[config.mk]
export PLATFORM = sky130hd
export DESIGN_NAME = dma_addr_counter
export DESIGN_NICKNAME = d
export VERILOG_FILES = /design/src/rtl/dma_ctr_pkg.sv /design/src/rtl/dma_addr_ctrl.sv /design/src/rtl/dma_addr_path.sv /design/src/rtl/dma_addr_counter.sv
export SDC_FILE = /design/constraint.sdc
export NUM_CORES = 1
export LEC_CHECK = 0
export BUFFER_PORTS_ARGS = -buffer_cell sky130_fd_sc_hd__buf_2
export CORE_MARGIN = 10
export CORE_UTILIZATION = 58
export DETAILED_ROUTE_END_ITERATION = 10
export HOLD_SLACK_MARGIN = 0.03
export MAX_ROUTING_LAYER = met4
export PLACE_DENSITY_LB_ADDON = 0.05
export RECOVER_POWER = 25
export SETUP_SLACK_MARGIN = 0.1
export SLEW_MARGIN = 30
export SYNTH_ARGS = -nofsm -noshare
export SYNTH_HDL_FRONTEND = slang
export SYNTH_HIERARCHICAL = 1
export SYNTH_SLANG_ARGS = --single-unit
[constraint.sdc]
create_clock -name clk -period 4.7 [get_ports clk]
set_clock_uncertainty 0.15 [all_clocks]
set_input_delay 1.175 -clock clk [delete_from_list [all_inputs] [get_ports clk]]
set_output_delay 1.175 -clock clk [all_outputs]
set_load 0.005 [all_outputs]
[src/rtl/dma_ctr_pkg.sv]
package dma_ctr_pkg;
  typedef struct packed {
    logic loadHi;      // store upper start half
    logic loadLo;      // store lower start half
    logic retraceLoad; // reload counter on retrace rise
    logic advance;     // step the counter
  } ctrlStrobes_t;
endpackage

[src/rtl/dma_addr_ctrl.sv]
module dma_addr_ctrl
  import dma_ctr_pkg::*;
#(
  parameter int ADDR_W = 16,
  parameter logic [ADDR_W-1:0] HI_OFFSET = 16'h4006,
  parameter logic [ADDR_W-1:0] LO_OFFSET = 16'h4206,
  parameter logic [1:0] DISPLAY_CODE = 2'b01
) (
  input  logic              clk,
  input  logic              rstN,
  input  logic              ioWrite,
  input  logic [ADDR_W-1:0] ioAddr,
  input  logic [1:0]        modeSel,
  input  logic              dmaEnable,
  input  logic              xferStrobe,
  input  logic              vRetrace,
  output ctrlStrobes_t      strobes
);
  logic retracePrev;
  logic retraceRise;
  logic displayMode;
  logic anyLoad;

  always_ff @(posedge clk) begin
    if (!rstN) retracePrev <= 1'b0;
    else       retracePrev <= vRetrace;
  end

  assign retraceRise = vRetrace & ~retracePrev;
  assign displayMode = (modeSel == DISPLAY_CODE);

  always_comb begin
    strobes.loadHi      = ioWrite && (ioAddr == HI_OFFSET);
    strobes.loadLo      = ioWrite && (ioAddr == LO_OFFSET);
    strobes.retraceLoad = displayMode && retraceRise;
    anyLoad             = strobes.loadHi | strobes.loadLo | strobes.retraceLoad;
    strobes.advance     = dmaEnable && xferStrobe && !anyLoad;
  end

  // a retrace reload can never fire on two consecutive edges
  assert_retrace_once_R7: assert property (@(posedge clk) disable iff (!rstN)
    strobes.retraceLoad |=> !strobes.retraceLoad);

  // outside display mode the retrace never requests a reload
  assert_retrace_mode_R8: assert property (@(posedge clk) disable iff (!rstN)
    (modeSel != DISPLAY_CODE) |-> !strobes.retraceLoad);
endmodule

[src/rtl/dma_addr_path.sv]
module dma_addr_path
  import dma_ctr_pkg::*;
#(
  parameter int HALF_W = 16,
  parameter int STEP = 1,
  localparam int CNT_W = 2 * HALF_W
) (
  input  logic              clk,
  input  logic              rstN,
  input  ctrlStrobes_t      strobes,
  input  logic [HALF_W-1:0] wrData,
  output logic [CNT_W-1:0]  count
);
  localparam logic [CNT_W-1:0] STEP_V = CNT_W'(STEP);

  logic [HALF_W-1:0] startHi, startLo;
  logic [HALF_W-1:0] nextHi, nextLo;
  logic reloadNow;

  always_comb begin
    nextHi    = strobes.loadHi ? wrData : startHi;
    nextLo    = strobes.loadLo ? wrData : startLo;
    reloadNow = strobes.loadHi | strobes.loadLo | strobes.retraceLoad;
  end

  always_ff @(posedge clk) begin
    if (!rstN) begin
      startHi <= '0;
      startLo <= '0;
    end else begin
      startHi <= nextHi;
      startLo <= nextLo;
    end
  end

  always_ff @(posedge clk) begin
    if (!rstN)                count <= '0;
    else if (reloadNow)       count <= {nextHi, nextLo};
    else if (strobes.advance) count <= count + STEP_V;
  end

  // an advance strobe adds exactly one step
  assert_advance_step_R5: assert property (@(posedge clk) disable iff (!rstN)
    $past(rstN) && strobes.advance |=> count == $past(count) + STEP_V);

  // a retrace reload alone restores the stored start address
  assert_retrace_reload_R7: assert property (@(posedge clk) disable iff (!rstN)
    strobes.retraceLoad && !strobes.loadHi && !strobes.loadLo
      |=> count == {$past(startHi), $past(startLo)});

  // without a register write the start halves stay put
  assert_start_stable_R4: assert property (@(posedge clk) disable iff (!rstN)
    $past(rstN) && !strobes.loadHi && !strobes.loadLo
      |=> $stable(startHi) && $stable(startLo));
endmodule

[src/rtl/dma_addr_counter.sv]
module dma_addr_counter
  import dma_ctr_pkg::*;
#(
  parameter int HALF_W = 16,
  parameter int ADDR_W = 16,
  parameter int STEP = 1,
  parameter logic [ADDR_W-1:0] HI_OFFSET = 16'h4006,
  parameter logic [ADDR_W-1:0] LO_OFFSET = 16'h4206,
  parameter logic [1:0] DISPLAY_CODE = 2'b01,
  localparam int CNT_W = 2 * HALF_W
) (
  input  logic              clk,
  input  logic              rstN,
  input  logic              ioWrite,
  input  logic [ADDR_W-1:0] ioAddr,
  input  logic [HALF_W-1:0] ioData,
  input  logic [1:0]        modeSel,
  input  logic              dmaEnable,
  input  logic              xferStrobe,
  input  logic              vRetrace,
  output logic [CNT_W-1:0]  addrOut
);
  ctrlStrobes_t strobes;

  dma_addr_ctrl #(
    .ADDR_W(ADDR_W), .HI_OFFSET(HI_OFFSET), .LO_OFFSET(LO_OFFSET),
    .DISPLAY_CODE(DISPLAY_CODE)
  ) i_ctrl (
    .clk(clk), .rstN(rstN), .ioWrite(ioWrite), .ioAddr(ioAddr),
    .modeSel(modeSel), .dmaEnable(dmaEnable), .xferStrobe(xferStrobe),
    .vRetrace(vRetrace), .strobes(strobes)
  );

  dma_addr_path #(.HALF_W(HALF_W), .STEP(STEP)) i_path (
    .clk(clk), .rstN(rstN), .strobes(strobes), .wrData(ioData),
    .count(addrOut)
  );

  // upper-half write shows in the upper counter half next edge
  assert_hi_load_R2: assert property (@(posedge clk) disable iff (!rstN)
    ioWrite && ioAddr == HI_OFFSET |=> addrOut[CNT_W-1:HALF_W] == $past(ioData));

  // lower-half write shows in the lower counter half next edge
  assert_lo_load_R3: assert property (@(posedge clk) disable iff (!rstN)
    ioWrite && ioAddr == LO_OFFSET |=> addrOut[HALF_W-1:0] == $past(ioData));

  // idle counter holds when nothing requests a change
  assert_hold_R6: assert property (@(posedge clk) disable iff (!rstN)
    $past(rstN) && !ioWrite && !vRetrace && !(dmaEnable && xferStrobe)
      |=> $stable(addrOut));
endmodule

==> flow_summary_export.csv, run 1 <==
group,metric,value,unit
run_status,status,"finished, violations left",
run_status,violations,"max-capacitance violations, max-slew violations",
finish,layout_commonest_cell,"dfxtp_1",
detailed_routing,routed_via_density,5.585,
global_routing,gr-total-overflow,0,
place,dp.final_hpwl,5.945,mm
global_routing,track_usage,19.21,%
synth,synthSimpleGateAreaFrac,27.42,%
clocking,cts_hold_buf,0,
power,p_sw,246.5,uW
synth,yosysWarningCount,6,
timing,hold_viol,0,
global_routing,grt_max_degree,56,
synth,synth_xor_area_share,7.938,%
detailed_routing,vias,2653,
detailed_routing,wl,7.944,mm
timing,period_share,75.61,%
synth,syn_area,3089,um^2
hold_path,hold_depth,2,
clocking,clk_pin_slew,0.07,ns
synth,synth-seq-area-share,42.12,%
clocking,htreeDepth,3,
floorplanning,fp.dieH,92.98,um
power,powerDensity,311.9,nW/um^2
floorplanning,start_util,60.10,%
setup_path,crit_chain,"buf_2, and4bb_2, nand4_1, and4b_1, nand4_1, nor2_1, nor4b_1, xnor2_1, o2bb2ai_1",
synth,synthArstFlopShare,0,%
global_routing,first_global_vias,2603,
setup_path,r2r_cells,7,
setup_path,endpoint_kind,"register",
finish,final-instance-count-excl-fill,475,
clocking,clk_latency,0.34,ns
floorplanning,num_io_pins,72,
place,place.gp.congestion,0.8914,
detailed_routing,first_iter_violations,181,
setup_path,cp_slowest_cell,"nor2_1",
place,pre_cts_ws,0.8348,ns
power,pwr-share-clk,43.2,%
power,switching_share,21.58,%
floorplanning,rows,26,
timing,rsz0062_at_grt,"no",
finish,final_cell_area,3662,um^2
place,io_buffers,71,
synth,yosysTopAreaCellShare,42.12,%
place,placed_area,3487,um^2
timing,holdWs,0.3647,ns
timing,fmax,281.4,MHz
clocking,clock_sinks,65,
finish,drive_above_1_share,20.99,%
place,dpl.cell_count,459,
power,p_int,895.8,uW
setup_path,setup.worst_path.start_class,"input pin",
synth,synth_top_family_by_area,"simple AND/OR/NAND/NOR gates",
finish,syn_to_final_growth,18.55,%
timing,setup_ws,1.146,ns
timing,fin_setup_tns,0,ns
setup_path,critPathTopFamily,"simple AND/OR/NAND/NOR gates",
hold_path,hold_path.class,"reg -> reg",
finish,fin_util,71.25,%
power,vdd_drop_max,253.0,uV
timing,drv_slew,56,
setup_path,critPathArrivalTime,3.62,ns
setup_path,cpMostUsedCell,"nand4_1",
synth,yosys-mux-area-fraction,10.73,%
detailed_routing,detail_route.first_pass.iterations,4,
power,p_leak,1.375,nW
timing,period_needed,3.554,ns
detailed_routing,drcViolationCount,0,
synth,syn_nets,372,
setup_path,regToRegSetupSlack,1.86,ns
synth,synth_area_leaders,"dfxtp_1 42%, mux2i_1 10%, nor2b_1 6.3%",
setup_path,cp.buffers_inverters,1,
setup_path,r2r_start,"i_ctrl/retracePrev$_SDFF_PN0_",
synth,ys_types,43,
setup_path,r2r_end,"i_path/count[29]$_SDFFE_PN0P_",
timing,relSlewSlack,-35.65,%
synth,avgSynthCellArea,9.333,um^2
finish,nFillCells,462,
floorplanning,design.die.area,8645,um^2
synth,ys_ff_latch,65,
detailed_routing,antenna_left,0,
floorplanning,core,5140,um^2
hold_path,hold_end,"i_path/startLo[8]$_SDFF_PN0_",
synth,yosys.area_share.adder,0.4050,%
finish,mostFrequentLayoutCells,"65 x dfxtp_1, 51 x buf_2, 45 x nand2_1",
setup_path,crit_fanout,11,
power,p_total,1.142,mW
synth,synth_compound_area_share,7.979,%
global_routing,grt_antenna_before_repair,0,
setup_path,worstPathRequired,4.77,ns
finish,antenna_cells,0,
clocking,cts_tree,"yes",
clocking,cts_root_buf,"clkbuf_8",
finish,nets,441,
setup_path,worstSetupPathType,"in -> reg",
hold_path,worstHoldStart,"i_path/startLo[8]$_SDFF_PN0_",
power,p_seq_share,50.3,%
synth,yosys.area.top_type,"dfxtp_1",
job,cap_violations,1,
detailed_routing,wl_per_cell,16.72,um
clocking,postCtsSetupBuffers,0,
synth,synth-edff-count,0,
clocking,cts_buffers,9,
power,combinationalPowerShare,6.5,%
setup_path,slowest_delay,0.61,ns
timing,setup_viol,0,
clocking,cts.repair.resized,0,
synth,synthCells,331,
synth,synthFlopType,"dfxtp_1",
clocking,cts_buffer_depth,2,
global_routing,grt_pass1_wl,12.94,mm
floorplanning,chipWidth,92.98,um
timing,worstMarginPinSlew,2.035,ns
-- power groups by stage --
stage	Clock (mW)	Combinational, mW	Sequential, mW
final	0.494	0.0738	0.575
after global routing	0.529	0.0818	0.576
after CTS	0.502	0.0754	0.574
after detailed placement	0	0.0749	0.586
after global placement	0	0.0737	0.586
after floorplan	0	0.0391	0.584
-- worst max path at each step --
stage | startpoint | endpoint | slack (ns) | cells past startpoint
after floorplan | ioAddr[3] | i_path/count[29]$_SDFFE_PN0P_ | 1.49 | 10
after global placement | ioAddr[14] | i_path/count[29]$_SDFFE_PN0P_ | 1.01 | 9
after detailed placement | ioAddr[14] | i_path/count[29]$_SDFFE_PN0P_ | 0.83 | 9
after CTS | ioAddr[14] | i_path/count[29]$_SDFFE_PN0P_ | 1.19 | 9
after global routing | ioAddr[14] | i_path/count[29]$_SDFFE_PN0P_ | 0.99 | 9
final | ioAddr[14] | i_path/count[29]$_SDFFE_PN0P_ | 1.15 | 9
-- per-layer routing --
metal | GRT usage [%] | up-vias | share of wire (%)
met5 | - | - | 0
met4 | 10.15 | 0 | 1.5
met3 | 4.796 | 13 | 7.4
met2 | 29.15 | 100 | 46
met1 | 23.03 | 1237 | 45
li1 | - | 1303 | -
-- logic make-up after synthesis --
logic type      after synthesis
buf+inv                      21
fa+ha+maj                     1
mux                          33
flops                        65
simple gates                149
compound gates               34
xor+xnor                     28
-- cells in the mapped netlist (all sizes together) (3+ instances only) --
library cell and instances:
a21oi 12, and2 3, and3 6, and4bb 3
buf 3, clkbuf 15, dfxtp 65, inv 3
mux2i 32, nand2 45, nand3 11, nand4 17
nor2 12, nor2b 31, nor3 7, nor4 3
nor4b 3, o211a 5, o21ai 5, o2bb2ai 5
o311a 3, xnor2 12, xor2 16
-- sequential cells by signal, summed over array words and instances, names as in the netlist --
| register | flops |
|---|---|
| i_ctrl/retracePrev | 1 |
| i_path/count | 32 |
| i_path/startHi | 16 |
| i_path/startLo | 16 |
-- cell type report --
class                           instances  area (um^2)  share of cell area (%)
Multi-Input combinational cell        245         1694                   46.26
Sequential cell                        65         1301                   35.53
Timing Repair Buffer                   76        364.1                   9.942
Clock buffer                           13        138.9                   3.792
Tap cell                               70        87.58                   2.392
Clock inverter                          3        65.06                   1.777
Inverter                                3        11.26                  0.3075
-- worst register-to-register path, delay by kind of cell (launching register included) --
kind | cells | cell delay, ns
AO/OA/AOI/OAI | 1 | 0.08
XOR/XNOR | 1 | 0.17
flip-flops | 1 | 0.31
AND/OR/NAND/NOR | 5 | 2.01
Note: power is estimated with default switching activity, not from simulation.
==> run 2: changes to the inputs <==
- CORE_UTILIZATION: 58 -> 53
- clock period: 4.7 -> 3.6 ns (I/O delays scaled with it)
==> flow_summary_export.csv, run 2 (synthesis gave the netlist of run 1 again) <==
group,metric,value,unit
finish,multiInputGateArea,1688,um^2
clocking,cts_buffer_depth,2,
timing,holdWs,0.3666,ns
finish,nets,446,
clocking,clk_pin_slew,0.07,ns
finish,max_flop_register,"i_path/count",
clocking,cts_buffers,9,
place,place.gp.congestion,0.8653,
timing,fmax,362.8,MHz
detailed_routing,antenna_left,0,
power,p_total,1.398,mW
run_status,status,"complete, no violations",
floorplanning,design.die.area,9282,um^2
setup_path,setup.worst_path.start_class,"input pin",
finish,largest_reg_flops,32,
finish,reg.largest.list,"i_path/count: 32 flops, i_path/startHi: 16 flops, i_path/startLo: 16 flops",
global_routing,grt_pass1_wl,12.74,mm
floorplanning,start_util,55.42,%
timing,period_share,76.56,%
detailed_routing,detail_route.first_pass.iterations,5,
timing,relSlewSlack,7.374,%
setup_path,critPathArrivalTime,2.87,ns
global_routing,grt_max_degree,38,
timing,drv_slew,0,
setup_path,crit_fanout,7,
detailed_routing,routed_via_density,5.402,
detailed_routing,wl_per_cell,16.42,um
floorplanning,core,5574,um^2
finish,nFillCells,493,
timing,setup_viol,0,
hold_path,worstHoldStart,"i_path/startHi[2]$_SDFF_PN0_",
floorplanning,fp.dieH,96.35,um
timing,hold_viol,0,
finish,syn_to_final_growth,18.59,%
clocking,cts_root_buf,"clkbuf_8",
setup_path,startpoint,"ioAddr[14]",
detailed_routing,wl,7.914,mm
timing,period_needed,2.756,ns
hold_path,hold_path.class,"reg -> reg",
clocking,cts.repair.resized,0,
setup_path,r2r_start,"i_ctrl/retracePrev$_SDFF_PN0_",
clocking,clk_latency,0.34,ns
setup_path,endpoint_kind,"register",
clocking,postCtsSetupBuffers,0,
global_routing,grt_antenna_before_repair,0,
global_routing,first_global_vias,2512,
global_routing,gr-total-overflow,0,
power,vdd_drop_max,266.3,uV
clocking,cts_tree,"yes",
timing,fin_setup_tns,0,ns
floorplanning,num_io_pins,72,
floorplanning,chipWidth,96.35,um
timing,rsz0062_at_grt,"no",
place,dp.final_hpwl,5.964,mm
floorplanning,rows,27,
detailed_routing,vias,2604,
job,cap_violations,0,
place,placed_area,3521,um^2
setup_path,worstSetupPathType,"in -> reg",
detailed_routing,drcViolationCount,0,
timing,worstMarginPinSlew,1.389,ns
finish,mostFrequentLayoutCells,"65 x dfxtp_1, 49 x buf_2, 45 x nand2_1",
finish,seq_area,1301,um^2
global_routing,track_usage,18.42,%
power,p_leak,1.385,nW
finish,drive_above_1_share,21.71,%
clocking,htreeDepth,3,
finish,final_cell_area,3664,um^2
detailed_routing,first_iter_violations,112,
finish,fin_util,65.72,%
power,powerDensity,381.5,nW/um^2
setup_path,worstPathRequired,3.71,ns
place,io_buffers,71,
finish,antenna_cells,0,
finish,layout_commonest_cell,"dfxtp_1",
clocking,cts_hold_buf,0,
clocking,clock_sinks,65,
## run 2: cell count changes in the layout (fill, tap and decap cells not counted), sizes merged
cell | previous run | this run
clkinv | 1 | 3
bufinv | 2 | 0
buf | 55 | 58
clkbuf | 34 | 36
## run 2: path summary, 6_finish.rpt
kind | to | slack (ns) | cells after the start
setup / recovery | i_path/count[22]$_SDFFE_PN0P_ | 0.84 | 10
hold reg to reg | i_path/startHi[2]$_SDFF_PN0_ | 0.37 | 2
hold / removal | i_path/startHi[2]$_SDFF_PN0_ | 0.37 | 2
setup reg to reg | i_path/count[22]$_SDFFE_PN0P_ | 1.30 | 8
## run 2: report_power, final
part           internal, mW  total [mW]  switching (mW)
clock                 0.285       0.551           0.267
combinational        0.0482      0.0963          0.0481
sequential            0.731       0.750          0.0188
## run 2: routing by layer
metal | track usage, % | wire length [um]
met1 | 22.24 | 3574
met2 | 29.04 | 3772
met3 | 4.981 | 486
met4 | 6.295 | 80
met5 | - | 0
## run 2: critical path, stage by stage
cell and delay (ns):
buf_2 0.09, and4bb_2 0.21, nand4_1 0.16, and4b_1 0.27
buf_4 0.18, nand4_1 0.13, nor3_1 0.46, nand4_1 0.18
xor2_1 0.16, o21ai_0 0.13
## run 2: layout make-up
| cell class | count | share of cell area [%] |
|---|---|---|
| multi-input cells | 245 | 46.07 |
| flip-flops and latches | 65 | 35.52 |
| repair buffers | 81 | 10.89 |
| clock buffers | 13 | 4.337 |
| well taps | 72 | 2.459 |
| clock inverters | 3 | 0.4098 |
| inverters | 3 | 0.3074 |
## run 2: stage by stage
stage / std cells / worst slack [ns]
2_1_floorplan: 331 / 0.6610
5_1_grt: 482 / 0.6135
6_report: 482 / 0.8438
3_3_place_gp: 466 / 0.5543
4_1_cts: 482 / 0.8840
3_5_place_dp: 466 / 0.5300
